$ cat config.mk
export PLATFORM = sky130hd
export DESIGN_NAME = evendiv_clk_channel
export DESIGN_NICKNAME = d
export VERILOG_FILES = /design/src/rtl/evendiv_pkg.sv /design/src/rtl/evendiv_sync_qual.sv /design/src/rtl/evendiv_divider.sv /design/src/rtl/evendiv_out_gate.sv /design/src/rtl/evendiv_clk_channel.sv
export SDC_FILE = /design/constraint.sdc
export NUM_CORES = 1
export LEC_CHECK = 0
export BUFFER_PORTS_ARGS = -buffer_cell sky130_fd_sc_hd__buf_2
export CORE_MARGIN = 4
export CORE_UTILIZATION = 45
export CTS_CLUSTER_DIAMETER = 100
export DETAILED_ROUTE_END_ITERATION = 8
export GPL_TIMING_DRIVEN = 0
export PLACE_DENSITY = 0.79
export SLEW_MARGIN = 20
export SYNTH_ARGS = -nofsm -noshare
export SYNTH_HDL_FRONTEND = slang
export SYNTH_SLANG_ARGS = --single-unit
$ cat constraint.sdc
create_clock -name clk -period 4.24 [get_ports clk]
set_input_delay 0.636 -clock clk [delete_from_list [all_inputs] [get_ports clk]]
set_output_delay 0.636 -clock clk [all_outputs]
set_load 0.01 [all_outputs]
$ cat src/rtl/evendiv_pkg.sv
`timescale 1ns/1ps
package evendiv_pkg;

   typedef enum logic [1:0] {
      PATH_PASS     = 2'd0,
      PATH_DIV      = 2'd1,
      PATH_DLY      = 2'd2,
      PATH_DIV_DLY  = 2'd3
   } path_mode_e;

   // true for the two modes that route through the divider
   function automatic logic uses_divider(input logic [1:0] m);
      return (m == PATH_DIV) || (m == PATH_DIV_DLY);
   endfunction

endpackage

$ cat src/rtl/evendiv_sync_qual.sv
`timescale 1ns/1ps
module evendiv_sync_qual #(
   parameter int LATENCY = 4
) (
   input  logic clk,
   input  logic rst_n,
   input  logic sync_n,
   output logic hold_o
);
   localparam int CHAIN = LATENCY - 1;

   if (LATENCY < 2) begin : g_bad_latency
      $error("evendiv_sync_qual: LATENCY must be at least 2");
   end

   logic prev_q;
   logic req_q;
   logic [CHAIN-1:0] pipe_q;

   // a low counts only when two consecutive samples are low
   always_ff @(posedge clk or negedge rst_n) begin
      if (!rst_n) begin
         prev_q <= 1'b1;
         req_q  <= 1'b0;
      end else begin
         prev_q <= sync_n;
         if (sync_n)
            req_q <= 1'b0;
         else if (!prev_q)
            req_q <= 1'b1;
      end
   end

   for (genvar i = 0; i < CHAIN; i++) begin : g_stage
      always_ff @(posedge clk or negedge rst_n) begin
         if (!rst_n)
            pipe_q[i] <= 1'b0;
         else if (i == 0)
            pipe_q[i] <= req_q;
         else
            pipe_q[i] <= pipe_q[(i == 0) ? 0 : i-1];
      end
   end

   assign hold_o = pipe_q[CHAIN-1];
endmodule

$ cat src/rtl/evendiv_divider.sv
`timescale 1ns/1ps
module evendiv_divider #(
   parameter int CODE_W = 8
) (
   input  logic              clk,
   input  logic              rst_n,
   input  logic              hold_i,
   input  logic              act_i,
   input  logic [CODE_W-1:0] code_i,
   output logic              div_q_o,
   output logic              bad_o
);
   if (CODE_W < 1 || CODE_W > 16) begin : g_bad_width
      $error("evendiv_divider: CODE_W out of range");
   end

   logic [CODE_W-1:0] eff_code;
   logic [CODE_W-1:0] reload;
   logic [CODE_W-1:0] cnt_q;
   logic              out_q;
   logic              pend_q;

   assign bad_o    = (code_i == '0);
   assign eff_code = bad_o ? CODE_W'(1) : code_i;
   assign reload   = eff_code - CODE_W'(1);

   always_ff @(posedge clk or negedge rst_n) begin
      if (!rst_n) begin
         out_q  <= 1'b0;
         cnt_q  <= '0;
         pend_q <= 1'b1;
      end else if (hold_i || !act_i) begin
         out_q  <= 1'b0;
         cnt_q  <= '0;
         pend_q <= 1'b1;
      end else if (pend_q) begin
         out_q  <= 1'b1;
         cnt_q  <= reload;
         pend_q <= 1'b0;
      end else if (cnt_q == '0) begin
         out_q  <= ~out_q;
         cnt_q  <= reload;
      end else begin
         cnt_q  <= cnt_q - CODE_W'(1);
      end
   end

   assign div_q_o = out_q;
endmodule

$ cat src/rtl/evendiv_out_gate.sv
`timescale 1ns/1ps
module evendiv_out_gate (
   input  logic clk,
   input  logic use_div,
   input  logic div_q,
   input  logic ch_en,
   input  logic glob_en_bit,
   input  logic glob_en_pin,
   input  logic pwrdn,
   output logic clk_o,
   output logic off_o
);
   logic live;
   logic src;

   always_comb begin
      live  = ch_en & glob_en_bit & glob_en_pin & ~pwrdn;
      src   = use_div ? div_q : clk;
      clk_o = live & src;
      off_o = ~live;
   end
endmodule

$ cat src/rtl/evendiv_clk_channel.sv
`timescale 1ns/1ps
module evendiv_clk_channel
   import evendiv_pkg::*;
#(
   parameter int CODE_W   = 8,
   parameter int SYNC_LAT = 4
) (
   input  logic              clk,
   input  logic              rst_n,
   input  logic              sync_n,
   input  logic [1:0]        mode,
   input  logic [CODE_W-1:0] div_code,
   input  logic              ch_en,
   input  logic              glob_en_bit,
   input  logic              glob_en_pin,
   input  logic              pwrdn,
   output logic              clk_o,
   output logic              off_o,
   output logic              cfg_bad_o
);
   logic hold_w;
   logic act_w;
   logic div_q_w;

   assign act_w = uses_divider(mode);

   evendiv_sync_qual #(.LATENCY(SYNC_LAT)) u_sync (
      .clk    (clk),
      .rst_n  (rst_n),
      .sync_n (sync_n),
      .hold_o (hold_w)
   );

   evendiv_divider #(.CODE_W(CODE_W)) u_div (
      .clk     (clk),
      .rst_n   (rst_n),
      .hold_i  (hold_w),
      .act_i   (act_w),
      .code_i  (div_code),
      .div_q_o (div_q_w),
      .bad_o   (cfg_bad_o)
   );

   evendiv_out_gate u_gate (
      .clk         (clk),
      .use_div     (act_w),
      .div_q       (div_q_w),
      .ch_en       (ch_en),
      .glob_en_bit (glob_en_bit),
      .glob_en_pin (glob_en_pin),
      .pwrdn       (pwrdn),
      .clk_o       (clk_o),
      .off_o       (off_o)
   );
endmodule

==> results of run 1 <==
[critical path: stages]
cell	delay, ns
clkbuf_4	0.11
clkbuf_4	0.12
mux2i_1	0.11
nor2_1	0.05
buf_2	0.13
[metal layers]
layer | GRT usage | part of all wire
met1 | 0.174 | 0.41
met2 | 0.236 | 0.53
met3 | 0.0732 | 0.048
met4 | 0.0766 | 0.018
met5 | 0 | 0
[sequential cells by signal (all words and copies together) (netlist names)]
name and count:
u_sync.pipe_q 2, u_sync.hold_o 1, u_div.div_q_o 1, u_sync.prev_q 1, u_div.cnt_q 8, u_div.pend_q 1
u_sync.req_q 1
[per-stage QoR]
stage / area (um^2) / util
2_1_floorplan: 907 / -
3_3_place_gp: 1030 / 0.565
3_5_place_dp: 1030 / 0.565
4_1_cts: 1080 / 0.594
5_1_grt: 1080 / 0.594
6_report: 1080 / 0.594
[power groups by stage]
stage	logic (W)	registers [W]	clock network (W)
after floorplan	0.0000660	0.000167	0.00000395
after global placement	0.0000877	0.000169	0.00000429
after detailed placement	0.0000917	0.000170	0.00000429
after CTS	0.0000925	0.000167	0.000131
after global routing	0.000102	0.000169	0.000142
final	0.0000916	0.000167	0.000129
[kinds of logic (layout without fill, tap and decap cells)]
kind of cell               Yosys count  after routing  synth area share
adders and majority gates            3              3            0.0414
buffers and inverters                7             32            0.0372
xor gates and xnor gates             9              9            0.0869
and+or+nand+nor                     32             32             0.247
AOI/OAI and AO/OA                   16             16             0.149
muxes                                2              2            0.0221
DFF                                 15             15             0.417
[area by class of cell]
| cell class | count | share of cell area |
|---|---|---|
| flip-flops and latches | 15 | 0.350 |
| repair buffers | 17 | 0.0787 |
| well taps | 25 | 0.0289 |
| plain buffers | 2 | 0.0139 |
| clock buffers | 7 | 0.0463 |
| clock inverters | 1 | 0.00694 |
| multi-input cells | 62 | 0.458 |
| inverters | 5 | 0.0174 |
[cells in the mapped netlist, types with 2 or more instances]
master,n
dfrtp_1,13
nor2_1,9
xor2_1,6
a211oi_2,5
inv_1,5
a21oi_1,4
nand2_1,4
ha_1,3
xnor2_1,3
and2b_2,2
dfstp_2,2
mux2i_1,2
nand3b_1,2
nor3b_1,2
nor4_4,2
[worst max path at each step]
stage / from / endpoint / slack [ns]
floorplan: clk / clk_o / 1.30
global placement: clk / clk_o / 1.21
detailed placement: clk / clk_o / 1.21
CTS: clk / clk_o / 0.95
global route: clk / clk_o / 0.90
finish: clk / clk_o / 0.96
==> flow_summary.ini, run 1 <==
[finish]
fin_nets = 130
layout_commonest_cell = buf_2
drive_above_1_share = 0.385
fillers = 160
multi_input_area_um2 = 495
area_delta_synth_final_pct = 19.2
seqCellArea_um2 = 378
final_cells = 134
insertedDiodeCount = 0
layout.cells.most_common_list = buf_2 (18), dfrtp_1 (13), nor2_1 (9)

[critical_path]
end_kind = primary output
worstPathMaxFanout = 2
worstReg2RegStart = u_div.cnt_q[0]
required_ns = 3.60
reg2reg_to = u_div.cnt_q[7]
crit_type = clock port to primary output
startpoint_type = clock port
crit_arrival_ns = 2.64
rr_worst_depth = 7
r2r_slack_ns = 2.48

[drt]
firstDrtPassIters = 4
post_drt_wl_per_cell_um = 13.7
vias_per_cell = 5.37
drt_iter0_drc = 20
remaining_drc_errors = 0
vias = 719
drtAntennaViolNets = 0
drt_wl_total_um = 1840

[min_path]
hold_class = input port to async pin

[synth]
async_flop_share = 1.00
synth_warnings = 0
ys_ff_latch = 15
ys.flop_type = dfrtp_1
synth_top_area_frac = 0.359
ys_seq_area_frac = 0.417
avgSynthCellArea_um2 = 10.8
syn_inst = 84
synthesis.area_um2 = 907
synth.net_count = 104
ys_top_cells_by_area = dfrtp_1 (36%), a211oi_2 (6.9%), dfstp_2 (5.8%)
synth_edf_count = 0
yosys.cell_types.count = 35
synth_area_leader_cell = dfrtp_1

[power]
p_leak_nw = 0.481
clkPwrFrac = 0.333
ir_drop_v = 0.000230
powerDensity_nw_per_um2 = 359
p_sw_w = 0.000121
seqPwrFrac = 0.431
internal_power_w = 0.000267
total_power_w = 0.000388
switching_share = 0.312
power_frac_comb = 0.236

[outcome]
status = completed

[global_route]
grt_pass1_wl_um = 2890
grt_max_degree = 16
antenna_found_initial = 0
overflow = 0
grt_use_total = 0.152
grt_pass1_vias = 709

[floorplanning]
core-area_um2 = 1820
dieArea_um2 = 2800
ioPinCount = 20
rows = 15
dieWidth_um = 52.9
die_y_um = 52.9
start_util = 0.498

[clock_tree]
clock_latency_ns = 0.39
cts.clk_slew.worst_paths_ns = 0.09
cts_tree = yes
ctsResizeCount = 0
cts_setup_buffers = 0
ctsHoldBuffers = 0

[sta]
worstMarginPinSlew_ns = 0.600
hold_slack_ns = 0.126
rsz0062_at_grt = no
slew_violations = 0
relSlewSlack = 0.600
setup_tns_ns = 0
setup_violations = 0
post-route-worst-setup-slack_ns = 0.963
finalHoldViolCount = 0
fin_skew_ns = 0.000887

[place]
place_inst = 127
hpwlAfterDp_um = 1450
portBuffers = 18
gp_congestion = 0.822
dpl_worst_slack_ns = 1.21

[flow_run]
maxCapViolations = 0
No activity file was read; power rests on OpenSTA's default activity.
==> run 2: changes to the inputs <==
- PLACE_DENSITY: 0.79 -> 0.82
- clock period: 4.24 -> 2.9 ns (I/O delays scaled with it)
==> flow_summary.ini, run 2 (synthesized netlist as in run 1, its figures left out) <==
[drt]
vias = 717
drt_iter0_drc = 6
met1_length_um = 758
wl_met2_um = 930
remaining_drc_errors = 0
vias_per_cell = 5.31
post_drt_wl_per_cell_um = 13.6
route.met3.wl_um = 77
highest_layer = met4
drt_wl_total_um = 1830
firstDrtPassIters = 4
drtAntennaViolNets = 0

[finish]
layout.cells.most_common_list = buf_2 (18), dfrtp_1 (13), nor2_1 (9)
largest_register_ffs = 8
top_regs = u_div.cnt_q x8, u_sync.pipe_q x2
area_delta_synth_final_pct = 20.0
insertedDiodeCount = 0
layout_commonest_cell = buf_2
regMostFlops = u_div.cnt_q
fillers = 154
fin_nets = 131
drive_above_1_share = 0.382

[global_route]
overflow = 0
grt_use_total = 0.171
grt_max_degree = 16
grt_pass1_wl_um = 3120
antenna_found_initial = 0
grt_pass1_vias = 724

[power]
powerDensity_nw_per_um2 = 518
ir_drop_v = 0.000355
p_leak_nw = 0.489
total_power_w = 0.000564

[place]
portBuffers = 18
hpwlAfterDp_um = 1370
gp_congestion = 0.809

[critical_path]
end_kind = primary output
startpoint_type = clock port
crit_arrival_ns = 1.99
required_ns = 2.47
crit_type = clock port to primary output
r2r_slack_ns = 1.14
worstPathMaxFanout = 2

[clock_tree]
cts.clk_slew.worst_paths_ns = 0.08
clock_latency_ns = 0.39
ctsResizeCount = 0
ctsHoldBuffers = 1
cts_tree = yes
cts_setup_buffers = 0

[sta]
relSlewSlack = 0.644
fin_skew_ns = 0.00239
setup_violations = 0
slew_violations = 0
finalHoldViolCount = 0
rsz0062_at_grt = no
setup_tns_ns = 0
worstMarginPinSlew_ns = 0.534

[floorplanning]
dieWidth_um = 52.9
rows = 15
ioPinCount = 20
start_util = 0.498
dieArea_um2 = 2800
core-area_um2 = 1820
die_y_um = 52.9

[flow_run]
maxCapViolations = 0

[outcome]
status = completed

[min_path]
hold_class = input port to register
[run 2: worst paths after layout]
path | from | end | cells after the start
max reg2reg | u_div.cnt_q[0] | u_div.cnt_q[7] | 7
min in group asynchronous | rst_n | u_div.cnt_q[1] | 2
min reg2reg | u_sync.pipe_q[0] | u_sync.pipe_q[1] | 0
min | sync_n | u_sync.prev_q | 1
max in group asynchronous | rst_n | u_div.pend_q | 2
max | clk | clk_o | 5
[run 2: final cells by class]
type                       count  area [um^2]  area share
clock inverter                 1         5.00     0.00460
timing repair buffer          18         95.1      0.0874
buffer                         2         15.0      0.0138
sequential                    15          378       0.347
inverter                       5         18.8      0.0172
tap                           25         31.3      0.0287
clock buffer                   7         50.0      0.0460
multi-input combinational     62          495       0.455
[run 2: where the power goes]
group	internal (W)	switching, W	total, W
sequential	0.000228	0.0000159	0.000244
clock	0.000101	0.0000827	0.000184
combinational	0.0000619	0.0000753	0.000137
total	0.000390	0.000174	0.000564
[run 2: worst max-delay path: stages]
cell and delay [ns]:
clkbuf_4 0.11, clkbuf_4 0.12, mux2i_1 0.12, nor2_1 0.05
buf_2 0.13
[run 2: per-layer routing]
layer	vias up	track usage
met5	-	0
met1	342	0.173
li1	350	-
met4	0	0.187
met2	18	0.248
met3	7	0.0704
[run 2: stage by stage]
stage | instance area [um^2] | cells | setup slack (ns) | hold WS [ns] | utilization
global route | 1090 | 135 | 0.421 | 0.105 | 0.598
detailed placement | 1030 | 127 | 0.744 | 0.346 | 0.565
CTS | 1090 | 135 | 0.458 | 0.126 | 0.598
global placement | 1030 | 127 | 0.744 | 0.336 | 0.565
finish | 1090 | 135 | 0.477 | 0.142 | 0.598
floorplan | 907 | 84 | 0.832 | 0.139 | -
